`src/rtl/cq_pkg.sv`:
```
package cq_pkg;
  localparam int unsigned AW   = 32;
  localparam int unsigned IW   = 64;
  localparam int unsigned RAW  = 8;
  localparam int unsigned IRQW = 5;
  localparam logic [IRQW-1:0] IRQ_IMPL = 5'b10011;
  localparam logic [IRQW-1:0] IRQ_ERR  = 5'b10010;

  localparam logic [RAW-1:0] OFS_WRST = 8'h00;
  localparam logic [RAW-1:0] OFS_EN   = 8'h04;
  localparam logic [RAW-1:0] OFS_SUSP = 8'h08;
  localparam logic [RAW-1:0] OFS_STAT = 8'h0C;
  localparam logic [RAW-1:0] OFS_IRQS = 8'h10;
  localparam logic [RAW-1:0] OFS_IRQE = 8'h14;
  localparam logic [RAW-1:0] OFS_CUR  = 8'h20;
  localparam logic [RAW-1:0] OFS_END  = 8'h24;
  localparam logic [RAW-1:0] OFS_TOK  = 8'h30;
  localparam logic [RAW-1:0] OFS_PRIO = 8'h40;

  localparam logic [7:0] OP_JUMP = 8'h10;
  localparam logic [7:0] OP_WFE  = 8'h20;

  typedef enum logic [2:0] {K_NOP, K_JMP, K_WFE, K_BAD_OP, K_BAD_TGT} kind_e;

  typedef struct packed {
    kind_e         kind;
    logic [AW-1:0] target;
    logic [7:0]    ev;
  } dec_t;

  typedef enum logic [2:0] {
    ST_IDLE, ST_ISSUE, ST_WAIT, ST_WFE, ST_PARK, ST_SUSP, ST_HALT, ST_RST
  } st_e;
endpackage

```
`src/rtl/cq_decode.sv`:
```
module cq_decode import cq_pkg::*; #(
  parameter int unsigned EVN = 8
) (
  input  logic [IW-1:0] instr_i,
  input  logic [AW-1:0] cur_i,
  output dec_t          dec_o
);
  logic [7:0]  op;
  logic [23:0] sub;
  logic [31:0] lo;
  logic [AW-1:0] tgt;

  always_comb begin
    op  = instr_i[63:56];
    sub = instr_i[55:32];
    lo  = instr_i[31:0];
    tgt = sub[0] ? lo : cur_i + lo;
    dec_o.kind   = K_BAD_OP;
    dec_o.target = tgt;
    dec_o.ev     = lo[7:0];
    if (op[7:4] == 4'h0) begin
      dec_o.kind = K_NOP;
    end else if (op == OP_JUMP && sub[23:1] == 23'd0) begin
      dec_o.kind = (tgt[2:0] != 3'd0) ? K_BAD_TGT : K_JMP;
    end else if (op == OP_WFE && lo < 32'(EVN)) begin
      dec_o.kind = K_WFE;
    end
  end
endmodule

```
`src/rtl/cq_irq.sv`:
```
module cq_irq import cq_pkg::*; (
  input  logic            clk_i,
  input  logic            rst_ni,
  input  logic [IRQW-1:0] set_i,
  input  logic            clr_i,
  input  logic            wr_stat_i,
  input  logic            wr_ien_i,
  input  logic [IRQW-1:0] wdata_i,
  output logic [IRQW-1:0] stat_o,
  output logic [IRQW-1:0] ien_o,
  output logic            done_o,
  output logic            err_o
);
  logic [IRQW-1:0] stat_q, stat_d, ien_q;

  always_comb begin
    stat_d = stat_q;
    if (clr_i) begin
      stat_d = '0;
    end else begin
      if (wr_stat_i) stat_d = stat_d & wdata_i;
      stat_d = (stat_d | set_i) & IRQ_IMPL;
    end
  end

  always_ff @(posedge clk_i or negedge rst_ni) begin
    if (!rst_ni) begin
      stat_q <= '0;
      ien_q  <= '0;
    end else begin
      stat_q <= stat_d;
      if (wr_ien_i) ien_q <= wdata_i & IRQ_IMPL;
    end
  end

  assign stat_o = stat_q;
  assign ien_o  = ien_q;
  assign done_o = stat_q[0] & ien_q[0];
  assign err_o  = |(stat_q & ien_q & IRQ_ERR);

  assert_clear_on_zero_R11: assert property (@(posedge clk_i) disable iff (!rst_ni)
    (wr_stat_i && !wdata_i[0] && !set_i[0]) |=> !stat_o[0]);
  assert_keep_on_one_R11: assert property (@(posedge clk_i) disable iff (!rst_ni)
    (wr_stat_i && wdata_i[1] && stat_o[1] && !clr_i) |=> stat_o[1]);
  assert_done_sticky_R3: assert property (@(posedge clk_i) disable iff (!rst_ni)
    (stat_o[0] && !wr_stat_i && !clr_i) |=> stat_o[0]);
  assert_warm_clear_R10: assert property (@(posedge clk_i) disable iff (!rst_ni)
    clr_i |=> (stat_o == '0));
endmodule

```
`src/rtl/cq_thread_seq.sv`:
```
module cq_thread_seq import cq_pkg::*; #(
  parameter int unsigned EVN     = 8,
  parameter int unsigned PRIO_W  = 4,
  parameter int unsigned RST_CYC = 4
) (
  input  logic           clk_i,
  input  logic           rst_ni,
  input  logic           reg_we_i,
  input  logic [RAW-1:0] reg_addr_i,
  input  logic [31:0]    reg_wdata_i,
  output logic [31:0]    reg_rdata_o,
  output logic           mem_req_o,
  output logic [AW-1:0]  mem_addr_o,
  input  logic           mem_rvalid_i,
  input  logic [IW-1:0]  mem_rdata_i,
  input  logic [EVN-1:0] evt_i,
  output logic           irq_done_o,
  output logic           irq_err_o
);
  localparam int unsigned EVW = (EVN > 1) ? $clog2(EVN) : 1;
  localparam int unsigned RCW = $clog2(RST_CYC + 1);
  localparam logic [AW-1:0] STEP = AW'(8);

  st_e st_q, st_d;
  logic en_q, en_d, susp_q, susp_d, drop_q, drop_d;
  logic [AW-1:0] cur_q, cur_d, end_q, end_d;
  logic [PRIO_W-1:0] prio_q, prio_d;
  logic [EVW-1:0] wev_q, wev_d;
  logic [RCW-1:0] rcnt_q, rcnt_d;

  logic busy, wr_rst, wr_en, wr_susp, wr_irqs, wr_irqe, wr_cur, wr_end, wr_prio;
  logic ctl_wr, abandon, issue, accept;
  logic set_done, set_bad, set_tgt, clr_all;
  logic [IRQW-1:0] irq_stat, irq_ien;
  logic [AW-1:0] wmask;
  dec_t dec;
  logic unused_dec;

  assign busy    = (st_q == ST_RST);
  assign wr_rst  = reg_we_i && !busy && reg_addr_i == OFS_WRST;
  assign wr_en   = reg_we_i && !busy && reg_addr_i == OFS_EN;
  assign wr_susp = reg_we_i && !busy && reg_addr_i == OFS_SUSP;
  assign wr_irqs = reg_we_i && !busy && reg_addr_i == OFS_IRQS;
  assign wr_irqe = reg_we_i && !busy && reg_addr_i == OFS_IRQE;
  assign wr_cur  = reg_we_i && !busy && reg_addr_i == OFS_CUR;
  assign wr_end  = reg_we_i && !busy && reg_addr_i == OFS_END;
  assign wr_prio = reg_we_i && !busy && reg_addr_i == OFS_PRIO;
  assign wmask   = {reg_wdata_i[AW-1:3], 3'b000};

  assign ctl_wr  = wr_rst | wr_en | wr_susp | wr_cur | wr_end;
  assign abandon = wr_cur | (wr_en & ~reg_wdata_i[0]) | (wr_rst & reg_wdata_i[0]);
  assign issue   = (st_q == ST_ISSUE) && !susp_q && (cur_q != end_q) && !drop_q && !ctl_wr;
  assign accept  = (st_q == ST_WAIT) && mem_rvalid_i && !drop_q && !abandon;

  assign mem_req_o  = issue;
  assign mem_addr_o = cur_q;

  cq_decode #(.EVN(EVN)) u_dec (
    .instr_i(mem_rdata_i),
    .cur_i  (cur_q),
    .dec_o  (dec)
  );
  assign unused_dec = ^dec.ev;

  always_comb begin
    st_d = st_q; cur_d = cur_q; end_d = end_q; en_d = en_q; susp_d = susp_q;
    prio_d = prio_q; drop_d = drop_q; wev_d = wev_q; rcnt_d = rcnt_q;
    set_done = 1'b0; set_bad = 1'b0; set_tgt = 1'b0; clr_all = 1'b0;
    if (mem_rvalid_i && drop_q) drop_d = 1'b0;

    case (st_q)
      ST_RST: begin
        if (rcnt_q == '0) st_d = ST_IDLE;
        else rcnt_d = rcnt_q - 1'b1;
      end
      ST_IDLE: if (en_q) st_d = ST_ISSUE;
      ST_ISSUE: begin
        if (!ctl_wr) begin
          if (susp_q) st_d = ST_SUSP;
          else if (cur_q == end_q) begin
            st_d = ST_PARK;
            set_done = 1'b1;
          end else if (issue) st_d = ST_WAIT;
        end
      end
      ST_WAIT: begin
        if (accept) begin
          case (dec.kind)
            K_NOP: begin cur_d = cur_q + STEP; st_d = ST_ISSUE; end
            K_JMP: begin cur_d = dec.target; st_d = ST_ISSUE; end
            K_WFE: begin wev_d = dec.ev[EVW-1:0]; st_d = ST_WFE; end
            K_BAD_TGT: begin set_tgt = 1'b1; st_d = ST_HALT; end
            default: begin set_bad = 1'b1; st_d = ST_HALT; end
          endcase
        end
      end
      ST_WFE: begin
        if (evt_i[wev_q]) begin
          cur_d = cur_q + STEP;
          st_d  = ST_ISSUE;
        end else if (susp_q) st_d = ST_SUSP;
      end
      ST_PARK: begin
        if (susp_q) st_d = ST_SUSP;
        else if (cur_q != end_q) st_d = ST_ISSUE;
      end
      ST_SUSP: if (!susp_q) st_d = ST_ISSUE;
      default: ;
    endcase

    if (wr_susp) susp_d = reg_wdata_i[0];
    if (wr_end)  end_d  = wmask;
    if (wr_prio) prio_d = reg_wdata_i[PRIO_W-1:0];
    if (abandon && st_q == ST_WAIT) drop_d = !mem_rvalid_i;
    if (wr_cur) begin
      cur_d = wmask;
      if (st_q inside {ST_ISSUE, ST_WAIT, ST_WFE, ST_PARK, ST_HALT}) st_d = ST_ISSUE;
    end
    if (wr_en) begin
      en_d = reg_wdata_i[0];
      if (!reg_wdata_i[0]) st_d = ST_IDLE;
    end
    if (wr_rst && reg_wdata_i[0]) begin
      st_d    = ST_RST;
      rcnt_d  = RCW'(RST_CYC - 1);
      en_d    = 1'b0;
      susp_d  = 1'b0;
      wev_d   = '0;
      clr_all = 1'b1;
    end
  end

  always_ff @(posedge clk_i or negedge rst_ni) begin
    if (!rst_ni) begin
      st_q <= ST_IDLE; cur_q <= '0; end_q <= '0; en_q <= 1'b0; susp_q <= 1'b0;
      prio_q <= '0; drop_q <= 1'b0; wev_q <= '0; rcnt_q <= '0;
    end else begin
      st_q <= st_d; cur_q <= cur_d; end_q <= end_d; en_q <= en_d; susp_q <= susp_d;
      prio_q <= prio_d; drop_q <= drop_d; wev_q <= wev_d; rcnt_q <= rcnt_d;
    end
  end

  cq_irq u_irq (
    .clk_i    (clk_i),
    .rst_ni   (rst_ni),
    .set_i    ({set_tgt, 2'b00, set_bad, set_done}),
    .clr_i    (clr_all),
    .wr_stat_i(wr_irqs),
    .wr_ien_i (wr_irqe),
    .wdata_i  (reg_wdata_i[IRQW-1:0]),
    .stat_o   (irq_stat),
    .ien_o    (irq_ien),
    .done_o   (irq_done_o),
    .err_o    (irq_err_o)
  );

  always_comb begin
    reg_rdata_o = '0;
    case (reg_addr_i)
      OFS_WRST: reg_rdata_o = {31'd0, busy};
      OFS_EN:   reg_rdata_o = {31'd0, en_q};
      OFS_SUSP: reg_rdata_o = {31'd0, susp_q};
      OFS_STAT: reg_rdata_o = {30'd0, st_q == ST_SUSP, 1'b0};
      OFS_IRQS: reg_rdata_o = 32'(irq_stat);
      OFS_IRQE: reg_rdata_o = 32'(irq_ien);
      OFS_CUR:  reg_rdata_o = cur_q;
      OFS_END:  reg_rdata_o = end_q;
      OFS_TOK:  reg_rdata_o = {st_q == ST_WFE, 31'(wev_q)};
      OFS_PRIO: reg_rdata_o = 32'(prio_q);
      default:  reg_rdata_o = '0;
    endcase
  end

  assert_req_aligned_R2: assert property (@(posedge clk_i) disable iff (!rst_ni)
    mem_req_o |-> (mem_addr_o[2:0] == 3'd0));
  assert_single_req_R2: assert property (@(posedge clk_i) disable iff (!rst_ni)
    mem_req_o |=> !mem_req_o);
  assert_no_req_susp_R8: assert property (@(posedge clk_i) disable iff (!rst_ni)
    (st_q == ST_SUSP) |-> !mem_req_o);
  assert_wfe_hold_R7: assert property (@(posedge clk_i) disable iff (!rst_ni)
    (st_q == ST_WFE && !evt_i[wev_q] && !reg_we_i) |=> $stable(cur_q));
  assert_rst_quiet_R10: assert property (@(posedge clk_i) disable iff (!rst_ni)
    busy |-> !mem_req_o);
endmodule

```
`config.mk`:
```
export PLATFORM = sky130hd
export DESIGN_NAME = cq_thread_seq
export DESIGN_NICKNAME = d
export VERILOG_FILES = /design/src/rtl/cq_pkg.sv /design/src/rtl/cq_decode.sv /design/src/rtl/cq_irq.sv /design/src/rtl/cq_thread_seq.sv
export SDC_FILE = /design/constraint.sdc
export NUM_CORES = 1
export LEC_CHECK = 0
export BUFFER_PORTS_ARGS = -buffer_cell sky130_fd_sc_hd__buf_2
export CAP_MARGIN = 5
export CORE_ASPECT_RATIO = 1.25
export CORE_MARGIN = 2
export CORE_UTILIZATION = 56
export CTS_CLUSTER_SIZE = 30
export DETAILED_ROUTE_END_ITERATION = 10
export PLACE_DENSITY = 0.83
export SYNTH_ARGS = -nofsm -noshare
export SYNTH_HDL_FRONTEND = slang
export SYNTH_SLANG_ARGS = --single-unit
```
`constraint.sdc`:
```
create_clock -name clk_i -period 3.7 [get_ports clk_i]
set_clock_uncertainty 0.1 [all_clocks]
set_input_delay 0.74 -clock clk_i [delete_from_list [all_inputs] [get_ports clk_i]]
set_output_delay 0.74 -clock clk_i [all_outputs]
set_load 0.05 [all_outputs]
```
==> results.py <==
metrics = {
    "sta": {
        "finalCriticalPeriod_ps": 3446,
        "setup_viol": 0,
        "maxSlewHeadroom": 0.4814,
        "worst_pin_slew_ps": 777.9,
        "rsz0062_at_grt": "false",
        "hold_viol_final": 0,
        "fmax_mhz": 290.2,
        "period_share": 0.9313,
        "fin_tns_setup_ps": 0,
        "post-route-worst-setup-slack_ps": 254.0,
        "final_max_slew_viol_count": 0,
    },
    "logic_synthesis": {
        "synth_seq_cells": 83,
        "ys_types": 64,
        "syn_area_per_cell_sq_um": 7.926,
        "yosysTopAreaCell": "dfrtp_1",
        "syn_nets": 1120,
        "seq_area_frac_synth": 0.2704,
        "synth_ff_type": "dfrtp_1",
        "yosys-top-cells-area": "dfrtp_1 27%, ha_1 5.5%, xor2_1 5.5%, mux2_2 5.3%, nand2_1 4.9%",
        "synth_edf_count": 0,
        "netlist_area_sq_um": 7680,
        "synth_cells": 969,
        "ys_warn_count": 0,
        "async_flop_share": 1.000,
        "yosysTopAreaCellShare": 0.2704,
    },
    "clock_network": {
        "cts_setup_buffers": 0,
        "cts_tree": "yes",
        "clock_path_buffers": 2,
        "cts_sinks": 83,
        "cts_root_buf": "clkbuf_16",
        "clkLatencyLatePin_ps": 360,
        "path_clk_slew_ps": 60,
        "cts-htree-levels": 3,
        "cts_made_buffers": 9,
    },
    "layout": {
        "fin_nets": 1320,
        "seq_area_sq_um": 2077,
        "area_growth_pct": 22.09,
        "fin_util": 0.7024,
        "multi_input_area_sq_um": 5288,
        "final.fill_count": 1126,
        "drive_above_1_share": 0.2666,
        "diodes": 0,
    },
    "routing": {
        "routed_via_density": 6.550,
        "ant_nets": 0,
        "first_pass_iters": 5,
        "drtIter0Drc": 993,
        "vias": 8810,
        "wl_per_cell_um": 22.08,
        "drc_errors": 0,
        "drt-total-wl_mm": 29.70,
    },
    "min_path": {
        "hp-class": "in -> async",
    },
    "critical_path": {
        "worstSetupStartpoint": "reg_addr_i[3]",
        "r2r-end": "mem_addr_o[30]$_DFFE_PN0P_",
        "cp.required_ps": 2860,
        "rr_worst_depth": 12,
        "reg2reg_slack_ps": 480,
        "crit_arrival_ps": 2610,
        "path_delay_family": "simple AND/OR/NAND/NOR gates",
        "path_buf_inv": 2,
        "endpoint": "reg_rdata_o[0]",
        "crit_fanout": 5,
        "crit_chain": "buf_2 -> nor3_1 -> nand2_1 -> nor3_1 -> a32o_1 -> a21oi_1 -> nand3_1 -> buf_2",
        "slowest_delay_ps": 490,
        "cp-end-kind": "output port",
        "r2r_start": "mem_addr_o[0]$_DFFE_PN0P_",
        "start_kind": "input pin",
        "critical_path_depth": 8,
        "setup.worst_path.class": "in -> out",
        "slowest_stage": "nor3_1",
    },
    "pwr": {
        "peakVddDrop_v": 0.0003162,
        "power_density_nw_per_um2": 456.7,
        "power_leakage_nw": 4.667,
    },
    "run": {
        "maxCapViolCount": 0,
    },
    "floorplan": {
        "ios": 183,
        "rows": 47,
        "die_h_um": 134.9,
        "start_util": 0.5753,
        "die_w_um": 108.7,
        "core-area_sq_um": 13350,
        "die_area_sq_um": 14670,
    },
    "grt": {
        "track_usage": 0.4058,
        "globalRouteOverflowTotal": 0,
        "antenna_found_initial": 0,
        "grt_pass1_wl_mm": 44.75,
        "grt_max_degree": 58,
        "grt_pass1_vias": 8283,
    },
    "placement": {
        "gp_congestion": 1.006,
        "post-dp-hpwl_mm": 23.44,
        "place_ws_ps": -35.86,
        "port-buffer-count": 182,
    },
    "outcome": {
        "outcome": "finished, final reports clean",
    },
}
## cells by family after synthesis
logic type	synth area share
adders and majority gates	0.05800
DFF	0.2704
AOI/OAI and AO/OA	0.2414
muxes	0.06908
xor gates and xnor gates	0.07983
buffers and inverters	0.04285
and+or+nand+nor	0.2384
## flip-flops by register name (all words and copies together), names as in the netlist, 3 cells and up
| signal | flops |
|---|---|
| end_q | 29 |
| mem_addr_o | 32 |
| prio_q | 4 |
| rcnt_q | 3 |
| st_q | 3 |
| u_irq.ien_o | 3 |
| u_irq.stat_o | 3 |
| wev_q | 3 |
## power breakdown
| part | total (mW) | switching (mW) | leakage [nW] | internal [mW] |
|---|---|---|---|---|
| clock network | 0.893 | 0.413 | 0.136 | 0.480 |
| logic | 2.17 | 1.38 | 3.40 | 0.792 |
| registers | 1.22 | 0.194 | 1.13 | 1.03 |
## synthesized netlist by cell type (22+ instances only)
cell type and n:
a21oi_1 70, a22o_1 27, clkbuf_1 44, dfrtp_1 83, ha_1 34, mux2_2 36, nand2_1 100, nand3_1 44
nor2_1 80, nor3_1 26, nor4_1 29, o21ai_0 64, xnor2_1 22, xor2_1 48
## stage by stage
step / instances / hold WS, ps / total power [mW] / instance area, sq um
CTS: 1345 / 394.8 / 4.228 / 9371
finish: 1345 / 357.7 / 4.282 / 9376
global route: 1345 / 417.3 / 4.505 / 9376
floorplan: 969 / 344.4 / 2.647 / 7680
global placement: 1329 / 391.0 / 3.332 / 9086
detailed placement: 1329 / 400.7 / 3.347 / 9086
## how the worst min path moves through the flow
stage | start | to | depth (start not counted)
after floorplan | rst_ni | drop_q$_DFFE_PN0P_ | 0
after CTS | rst_ni | mem_addr_o[0]$_DFFE_PN0P_ | 1
after global placement | rcnt_q[1]$_DFFE_PN0P_ | rcnt_q[1]$_DFFE_PN0P_ | 2
after global routing | rst_ni | mem_addr_o[0]$_DFFE_PN0P_ | 1
final | rst_ni | mem_addr_o[0]$_DFFE_PN0P_ | 1
after detailed placement | prio_q[0]$_DFFE_PN0P_ | prio_q[0]$_DFFE_PN0P_ | 1
## cell usage in the layout, fill, tap and decap left out, types with 5 or more instances in the layout
cell type,netlist,layout
mux2i_1,8,8
clkbuf_16,0,9
nand2_1,100,100
nor2_1,80,79
nand2b_1,8,8
a21o_1,19,19
mux2_2,36,36
a21oi_1,70,70
a31oi_1,11,11
xnor2_1,22,22
o21ai_0,64,64
and2_1,10,10
buf_4,0,66
inv_1,19,19
and3_1,14,14
o21bai_1,6,6
o211ai_1,14,14
nor2b_1,7,7
xor2_1,48,48
a22o_1,27,27
o22ai_1,8,8
buf_2,8,181
nand3b_1,6,6
nand3_1,44,44
nor3_1,26,26
a211oi_1,11,10
ha_1,34,34
nand4_1,17,17
dfrtp_1,83,83
nor4_1,29,29
o31ai_1,6,6
o21ai_1,11,11
o311ai_1,5,5
nor4b_1,5,5
## final cells by class
type / count / area share
Clock buffer: 10 / 0.02549
Timing Repair Buffer: 249 / 0.1537
Multi-Input combinational cell: 807 / 0.5639
Inverter: 19 / 0.007606
Sequential cell: 83 / 0.2215
Clock inverter: 6 / 0.004937
Tap cell: 171 / 0.02282
## routing by layer
metal | global-route usage | vias up | routed length (um)
li1 | - | 4008 | -
met1 | 0.4587 | 4064 | 10130
met2 | 0.6861 | 599 | 14310
met3 | 0.06998 | 139 | 2852
met4 | 0.2842 | 0 | 2399
met5 | 0 | - | 0
## timing repair
item / in CTS / in global routing
gates resized for setup: 0 / 1
endpoints found under the setup margin: 0 / 1
hold buffers: 0 / 0
endpoints found under the hold margin: 0 / 0
Power figures use the tool's default switching activity.
